<file path="src/rtl/mxu_spec_decoder.sv">
module mxu_spec_decoder #(
  parameter int NPK   = 4,
  parameter int DST_W = 14
) (
  input  logic             clk,
  input  logic             rst_n,
  input  logic             in_valid,
  input  logic [31:0]      in_word,
  output logic             in_ready,
  output logic             out_valid,
  output logic [6:0]       op_sel,
  output logic [1:0]       dv_clr,
  output logic [4:0]       addr_sel,
  output logic [DST_W-1:0] dst_idx,
  output logic [2:0]       lat,
  output logic             srcb_inval,
  output logic [NPK-1:0]   hist_clr,
  output logic             illegal
);

  logic [7:0]       opc;
  logic             fire, bubble;
  logic [6:0]       sel_d;
  logic [1:0]       dv_d;
  logic [4:0]       addr_d;
  logic [DST_W-1:0] dst_d;
  logic [2:0]       lat_d;
  logic             inval_d, hist_d, ill_d;

  assign opc      = in_word[31:24];
  assign in_ready = !bubble;
  assign fire     = in_valid && in_ready;

  always_comb begin
    sel_d   = '0;
    dv_d    = '0;
    addr_d  = '0;
    dst_d   = '0;
    lat_d   = '0;
    inval_d = 1'b0;
    hist_d  = 1'b0;
    ill_d   = 1'b0;
    case (opc)
      8'h22, 8'h23, 8'h24, 8'h25, 8'h31, 8'h32: begin
        sel_d[0] = 1'b1;
        dv_d     = in_word[23:22];
        addr_d   = {4'b0, in_word[15]};
        dst_d    = in_word[DST_W-1:0];
        lat_d    = 3'd5;
      end
      8'h29: begin
        sel_d[1] = 1'b1;
        dv_d     = in_word[23:22];
        addr_d   = in_word[18:14];
        dst_d    = in_word[DST_W-1:0];
        lat_d    = 3'd5;
      end
      8'h34: begin
        sel_d[2] = 1'b1;
        dv_d     = in_word[23:22];
        addr_d   = {3'b0, in_word[16:15]};
        dst_d    = in_word[DST_W-1:0];
        lat_d    = 3'd5;
      end
      8'h35: begin
        sel_d[3] = 1'b1;
        inval_d  = in_word[1];
        lat_d    = 3'd1;
      end
      8'h21: begin
        if (in_word[23:0] == 24'd0) begin
          sel_d[4] = 1'b1;
          hist_d   = 1'b1;
          lat_d    = 3'd1;
        end else begin
          ill_d = 1'b1;
        end
      end
      8'h17: begin
        sel_d[5] = 1'b1;
        lat_d    = 3'd1;
      end
      8'h18: begin
        sel_d[6] = 1'b1;
        addr_d   = {4'b0, in_word[15]};
        dst_d    = {{(DST_W-10){1'b0}}, in_word[9:0]};
        lat_d    = 3'd2;
      end
      default: ill_d = 1'b1;
    endcase
  end

  always_ff @(posedge clk) begin
    if (!rst_n) begin
      bubble     <= 1'b0;
      out_valid  <= 1'b0;
      op_sel     <= '0;
      dv_clr     <= '0;
      addr_sel   <= '0;
      dst_idx    <= '0;
      lat        <= '0;
      srcb_inval <= 1'b0;
      hist_clr   <= '0;
      illegal    <= 1'b0;
    end else begin
      bubble     <= fire && sel_d[6];
      out_valid  <= fire && !ill_d;
      op_sel     <= fire ? sel_d : '0;
      dv_clr     <= fire ? dv_d : '0;
      addr_sel   <= fire ? addr_d : '0;
      dst_idx    <= fire ? dst_d : '0;
      lat        <= fire ? lat_d : '0;
      srcb_inval <= fire && inval_d;
      hist_clr   <= {NPK{fire && hist_d}};
      illegal    <= fire && ill_d;
    end
  end

endmodule

</file>
<file path="config.mk">
export PLATFORM = sky130hd
export DESIGN_NAME = mxu_spec_decoder
export DESIGN_NICKNAME = d
export VERILOG_FILES = /design/src/rtl/mxu_spec_decoder.sv
export SDC_FILE = /design/constraint.sdc
export NUM_CORES = 1
export LEC_CHECK = 0
export BUFFER_PORTS_ARGS = -buffer_cell sky130_fd_sc_hd__buf_4
export CORE_MARGIN = 2
export CORE_UTILIZATION = 35
export DETAILED_ROUTE_END_ITERATION = 6
export GPL_TIMING_DRIVEN = 0
export PLACE_DENSITY = 0.65
export SETUP_SLACK_MARGIN = 0.05
export SLEW_MARGIN = 20
export SYNTH_ARGS = -nofsm -noshare
export SYNTH_HDL_FRONTEND = slang
export SYNTH_SLANG_ARGS = --single-unit
</file>
<file path="constraint.sdc">
create_clock -name clk -period 2.23 [get_ports clk]
set_input_delay 0.446 -clock clk [delete_from_list [all_inputs] [get_ports clk]]
set_output_delay 0.446 -clock clk [all_outputs]
set_load 0.05 [all_outputs]
</file>
==> reports/metrics.yaml, run 1 <==
global_routing:
  grt_max_degree: 12
  grt_pass1_wl_mm: 5.58
  grt_pass1_vias: 1211
  antenna_found_initial: 0
  grt-ovfl-total: 0
  track_usage_pct: 17.0
logic_synthesis:
  postSynthCellCount: 135
  ys_seq_area_share_pct: 52.7
  synth_cell_type_count: 39
  synth_top_family_by_area: "simple AND/OR/NAND/NOR gates"
  yosys.area_share.adder_pct: 0
  synth_mux_area_share_pct: 0.731
  syn_area_per_cell_sq_um: 10.1
  syn_area_sq_mm: 0.00137
  syn_nets: 170
  synth_xor_area_share_pct: 1.28
  synth-simple-area-share_pct: 33.3
  synth_compound_area_share_pct: 7.68
  synth_warnings: 0
  ys_ff_latch: 36
clock_network:
  cts-root-buf: "clkbuf_8"
  cts_tree: "yes"
  cts.sinks: 36
  clock_path_buffers: 2
  clk_latency_ns: 0.28
  post_cts_buffers: 0
  clk_pin_slew_ns: 0.07
  cts_resized: 0
  htreeDepth: 2
  hold_buffers: 0
  cts_buffers: 5
cells_and_area:
  instances_no_fill: 263
  area.growth.synth_to_final_pct: 51.7
  mostFrequentLayoutCells: "buf_4 (75), dfxtp_1 (36), and2_1 (21), nor4_1 (10), nand2b_1 (7)"
  layout.nets: 249
  drive_above_1_share_pct: 44.2
  diodes: 0
  layout_commonest_cell: "buf_4"
floorplan:
  ios: 74
  start_util_pct: 36.8
  die_h_um: 66.5
  die_x_um: 66.5
  rows: 22
  die_area_sq_mm: 0.00443
  core_region_area_sq_mm: 0.00372
place:
  place.gp.congestion: 0.904
  placedCellCount: 255
  io_buffer_count: 72
  place_hpwl_mm: 2.68
  dpl_worst_slack_ns: 0.259
route:
  ant_nets: 0
  drt-total-wl_mm: 3.41
  drt_iter0_drc: 37
  wire_per_inst_um: 13.0
  via_count: 1225
  vias_per_cell: 4.66
  route.detailed.drc: 0
  drtPass1Iterations: 4
timing:
  tightestPinTransition_ns: 0.433
  fin_crit_sh_pct: 76.0
  finalCriticalPeriod_ns: 1.70
  finalSetupViolCount: 0
  rsz0062_at_grt: "false"
  finClkSkew_ns: 0.00342
  setup_slack_ns: 0.534
  max_freq_mhz: 590
  hold_violations: 0
  setup_tns_ns: 0
  finalMaxSlewViolations: 0
  max_slew_margin_pct: 70.9
pwr:
  irDropWorstVdd_mv: 0.292
  power_density_mw_per_mm2: 639
  power_leakage_nw: 0.943
setup_path:
  crit_type: "input port to register"
  worstSetupStartpointType: "input port"
  critPathMaxFanout: 10
  required_ns: 2.45
  crit_arrival_ns: 1.92
  worstSetupEndpointType: "register"
flow_run:
  maxCapViolCount: 0
min_path:
  hold_class: "input port to register"
status:
  status: "finished clean"
## final timing paths
check                           to  slack (ns)  depth (start not counted)         startpoint
min           dv_clr[0]$_SDFF_PN0_        0.37                          2        in_word[22]
max reg2reg   dv_clr[1]$_SDFF_PN0_        0.85                          5  bubble$_SDFF_PN0_
min reg2reg      lat[0]$_SDFF_PN0_        0.72                          3  bubble$_SDFF_PN0_
max          dst_idx[3]$_SDFF_PN0_        0.53                          7        in_word[29]
## per-layer routing
layer / up-vias / share of wire, % / global-route usage, %
li1: 625 / - / -
met1: 559 / 42 / 19.5
met2: 34 / 51 / 29.4
met3: 7 / 4.7 / 4.22
met4: 0 / 2.6 / 7.91
met5: - / 0 / 0
## metrics by stage
stage | power, mW | util, % | area (sq um) | hold WS, ns
global placement | 0.788 | 53.0 | 1970 | 0.661
global route | 1.39 | 55.9 | 2080 | 0.364
CTS | 1.34 | 55.9 | 2080 | 0.366
floorplan | 0.722 | - | 1370 | 0.568
detailed placement | 0.791 | 53.0 | 1970 | 0.663
finish | 1.33 | 55.9 | 2080 | 0.373
## synth_stat cells (all sizes together)
cell type | n | area, sq um
a211oi | 1 | 7.51
a21oi | 6 | 41.3
a22o | 1 | 8.76
a22oi | 2 | 15.0
and2 | 21 | 131
and2b | 1 | 7.51
and3 | 4 | 25.0
buf | 7 | 48.8
clkbuf | 1 | 3.75
dfxtp | 36 | 721
inv | 2 | 7.50
mux2i | 1 | 10.0
nand2 | 4 | 17.5
nand2b | 7 | 43.8
nand3 | 3 | 15.0
nand3b | 2 | 15.0
nand4 | 1 | 6.26
nand4b | 1 | 8.76
nor2 | 5 | 21.3
nor3 | 6 | 35.0
nor4 | 11 | 83.8
nor4b | 1 | 8.76
o21ai | 2 | 10.0
o22a | 1 | 8.76
o22ai | 1 | 6.26
o31ai | 1 | 7.51
or2 | 1 | 6.26
or3b | 2 | 22.5
or4 | 1 | 7.51
xnor2 | 2 | 17.5
## final cells by class
cell class,instances,area [sq um]
Buffer,8,52.6
Fill cell,341,1640
Clock inverter,2,35.0
Inverter,2,7.51
Timing Repair Buffer,72,541
Tap cell,48,60.1
Multi-Input combinational cell,89,588
Clock buffer,6,72.6
Sequential cell,36,721
## cell families (layout without fill, tap and decap cells)
group                  count (synthesis)  count (layout)
buffers and inverters                 10              90
AO/OA/AOI/OAI                         15              15
multiplexers                           1               1
flip-flops                            36              36
AND/OR/NAND/NOR                       71              71
XOR/XNOR                               2               2
## power by group
group | internal (mW) | total (mW) | leakage [nW] | switching [mW]
Combinational | 0.0660 | 0.131 | 0.597 | 0.0651
Sequential | 0.646 | 0.646 | 0.290 | 0.000785
Clock | 0.331 | 0.550 | 0.0552 | 0.219
## registers in the layout, summed over array words and instances (netlist names)
register,flops
dv_clr,2
bubble,1
srcb_inval,1
addr_sel,5
illegal,1
out_valid,1
hist_clr,1
lat,3
dst_idx,14
op_sel,7
## worst max-delay path: stages
cell,delay (ns)
buf_4,0.08
clkbuf_1,0.33
nand2b_1,0.13
nor4_1,0.28
o31ai_1,0.19
a21oi_4,0.30
and2_1,0.17
Power figures use the tool's default switching activity.
==> run 2: changes to the inputs <==
--- a/config.mk
+++ b/config.mk
@@ -10,7 +10,7 @@
 export CORE_UTILIZATION = 35
 export DETAILED_ROUTE_END_ITERATION = 6
 export GPL_TIMING_DRIVEN = 0
-export PLACE_DENSITY = 0.65
+export PLACE_DENSITY = 0.68
 export SETUP_SLACK_MARGIN = 0.05
 export SLEW_MARGIN = 20
 export SYNTH_ARGS = -nofsm -noshare
==> constraint.sdc (replaced) <==
create_clock -name clk -period 1.5 [get_ports clk]
set_input_delay 0.3 -clock clk [delete_from_list [all_inputs] [get_ports clk]]
set_output_delay 0.3 -clock clk [all_outputs]
set_load 0.05 [all_outputs]
==> run 2 against run 1 <==
Net effect:
- final area rose by 7.0%
- largest cell class unchanged
- combinational power rose by 72%
- core utilization rose by 3.9 points
- sequential share of layout area fell by 2.3 points
- clock power rose by 50%
- hold slack got worse by 0.14 ns
- sequential power rose by 49%
- largest power group unchanged
- clock skew rose by 0.0036 ns
- critical path type unchanged
- non-clock buffer count rose by 4
- highest routed layer unchanged
==> reports/metrics.yaml, run 2 (same netlist as run 1, synthesis figures left out) <==
clock_network:
  clk_pin_slew_ns: 0.07
  hold_buffers: 0
  cts_buffers: 5
  htreeDepth: 2
  cts_tree: "yes"
  clock_path_buffers: 2
  clk_latency_ns: 0.28
  cts-root-buf: "clkbuf_8"
  cts.sinks: 36
route:
  vias_per_cell: 4.85
  drtPass1Iterations: 4
  wire_per_inst_um: 13.4
  drt_iter0_drc: 29
  route.detailed.drc: 0
  drt-total-wl_mm: 3.59
  via_count: 1300
  ant_nets: 0
floorplan:
  rows: 22
  core_region_area_sq_mm: 0.00372
  start_util_pct: 36.8
  die_x_um: 66.5
  die_area_sq_mm: 0.00443
  die_h_um: 66.5
  ios: 74
cells_and_area:
  fill_cells: 317
  area.growth.synth_to_final_pct: 62.3
  multi_input_area_sq_um: 684
  diodes: 0
  largest_reg_flops: 14
  top_register: "dst_idx"
  seq_area_sq_um: 721
  mostFrequentLayoutCells: "buf_4 (78), dfxtp_1 (36), and2_1 (21), nor4_1 (6)"
  layout.nets: 254
  reg_top3: "dst_idx x14, op_sel x7, addr_sel x5"
  postLayoutCellArea_sq_mm: 0.00222
  layout_commonest_cell: "buf_4"
  drive_above_1_share_pct: 50.9
timing:
  finalMaxSlewViolations: 0
  max_slew_margin_pct: 68.4
  tightestPinTransition_ns: 0.472
  fin_crit_sh_pct: 96.2
  hold_violations: 0
  finalCriticalPeriod_ns: 1.44
  max_freq_mhz: 693
  rsz0062_at_grt: "true"
  finalSetupViolCount: 0
  finClkSkew_ns: 0.00702
setup_path:
  critPathMaxFanout: 5
  crit_chain: "buf_8 > or3b_4 > nor4_4 > nand2_2 > a21oi_4 > and2_1"
  worstSetupStartpointType: "input port"
  required_ns: 1.72
  crit_buf_inv: 1
  crit_arrival_ns: 1.67
  crit_cells: 6
  slowest_stage: "or3b_4"
  cpPeakStageDelay_ns: 0.41
  reg2reg_from: "bubble$_SDFF_PN0_"
  rr_endpoint: "addr_sel[1]$_SDFF_PN0_"
  r2r_setup_slack_ns: 0.22
  worstSetupEndpointType: "register"
  reg2reg_depth: 5
  crit_family: "simple AND/OR/NAND/NOR gates"
  crit_type: "input port to register"
pwr:
  power_density_mw_per_mm2: 905
  irDropWorstVdd_mv: 0.407
  power_leakage_nw: 0.983
  finalPower_mw: 2.01
global_routing:
  grt_max_degree: 13
  grt_pass1_vias: 1176
  grt-ovfl-total: 0
  antenna_found_initial: 0
  track_usage_pct: 16.6
  grt_pass1_wl_mm: 5.53
place:
  io_buffer_count: 72
  place.gp.congestion: 0.914
  place_area_sq_mm: 0.00198
  place_hpwl_mm: 2.63
status:
  status: "finished clean"
flow_run:
  maxCapViolCount: 0
min_path:
  holdPathStages: 2
  hold_start: "in_word[10]"
  whs_endpoint: "dst_idx[10]$_SDFF_PN0_"
  hold_class: "input port to register"
run 2: cell types whose count changed in the layout (fill, tap and decap cells not counted), moves of 2 or more:
cell      before  now
buf_4         75   78
clkbuf_1       2    0
nand2b_1       7    5
nor4_1        10    6
nor4_2         0    3
run 2: layout make-up:
cell class,instances,share of cell area [%]
well taps,48,2.70
inverters,2,0.338
repair buffers,76,26.0
multi-input cells,90,30.8
clock inverters,3,1.91
plain buffers,8,2.70
clock buffers,5,3.10
flip-flops and latches,36,32.4
run 2: layer usage:
layer | track usage (%) | vias up | share of wire [%]
met5 | 0 | - | 0
met4 | 6.12 | 0 | 1.3
met3 | 4.05 | 4 | 5.3
met2 | 29.5 | 40 | 53
met1 | 19.2 | 617 | 40
li1 | - | 639 | -
run 2: timing repair:
action,4_1_cts,5_1_grt
gates resized for setup,5,14
pin swaps,11,11
endpoints found under the setup margin,11,23
gates cloned,1,0
setup buffers,4,0
run 2: report_power, final:
group,leakage [nW],internal [mW],switching [mW]
registers,0.290,0.960,0.00117
clock network,0.0541,0.492,0.333
logic,0.639,0.110,0.115
total,0.983,1.56,0.450
run 2: how the worst max path moves through the flow:
stage                startpoint                     to  slack, ns
floorplan           in_word[26]   out_valid$_SDFF_PN0_      -0.12
global placement    in_word[28]  dst_idx[7]$_SDFF_PN0_      -0.28
detailed placement  in_word[28]  dst_idx[3]$_SDFF_PN0_      -0.31
CTS                 in_word[26]  dst_idx[3]$_SDFF_PN0_       0.02
global route        in_word[26]  dst_idx[0]$_SDFF_PN0_      0.003
finish              in_word[26]  dst_idx[0]$_SDFF_PN0_       0.06
run 2: per-stage QoR:
step | TNS [ns] | util, % | cells | worst slack (ns) | hold WS (ns)
6_report | 0 | 59.8 | 268 | 0.0574 | 0.229
5_1_grt | 0 | 59.8 | 268 | 0.00279 | 0.220
3_3_place_gp | -4.27 | 53.2 | 255 | -0.276 | 0.515
3_5_place_dp | -4.96 | 53.2 | 255 | -0.309 | 0.519
4_1_cts | 0 | 57.9 | 268 | 0.0240 | 0.226
2_1_floorplan | -1.07 | - | 135 | -0.118 | 0.422
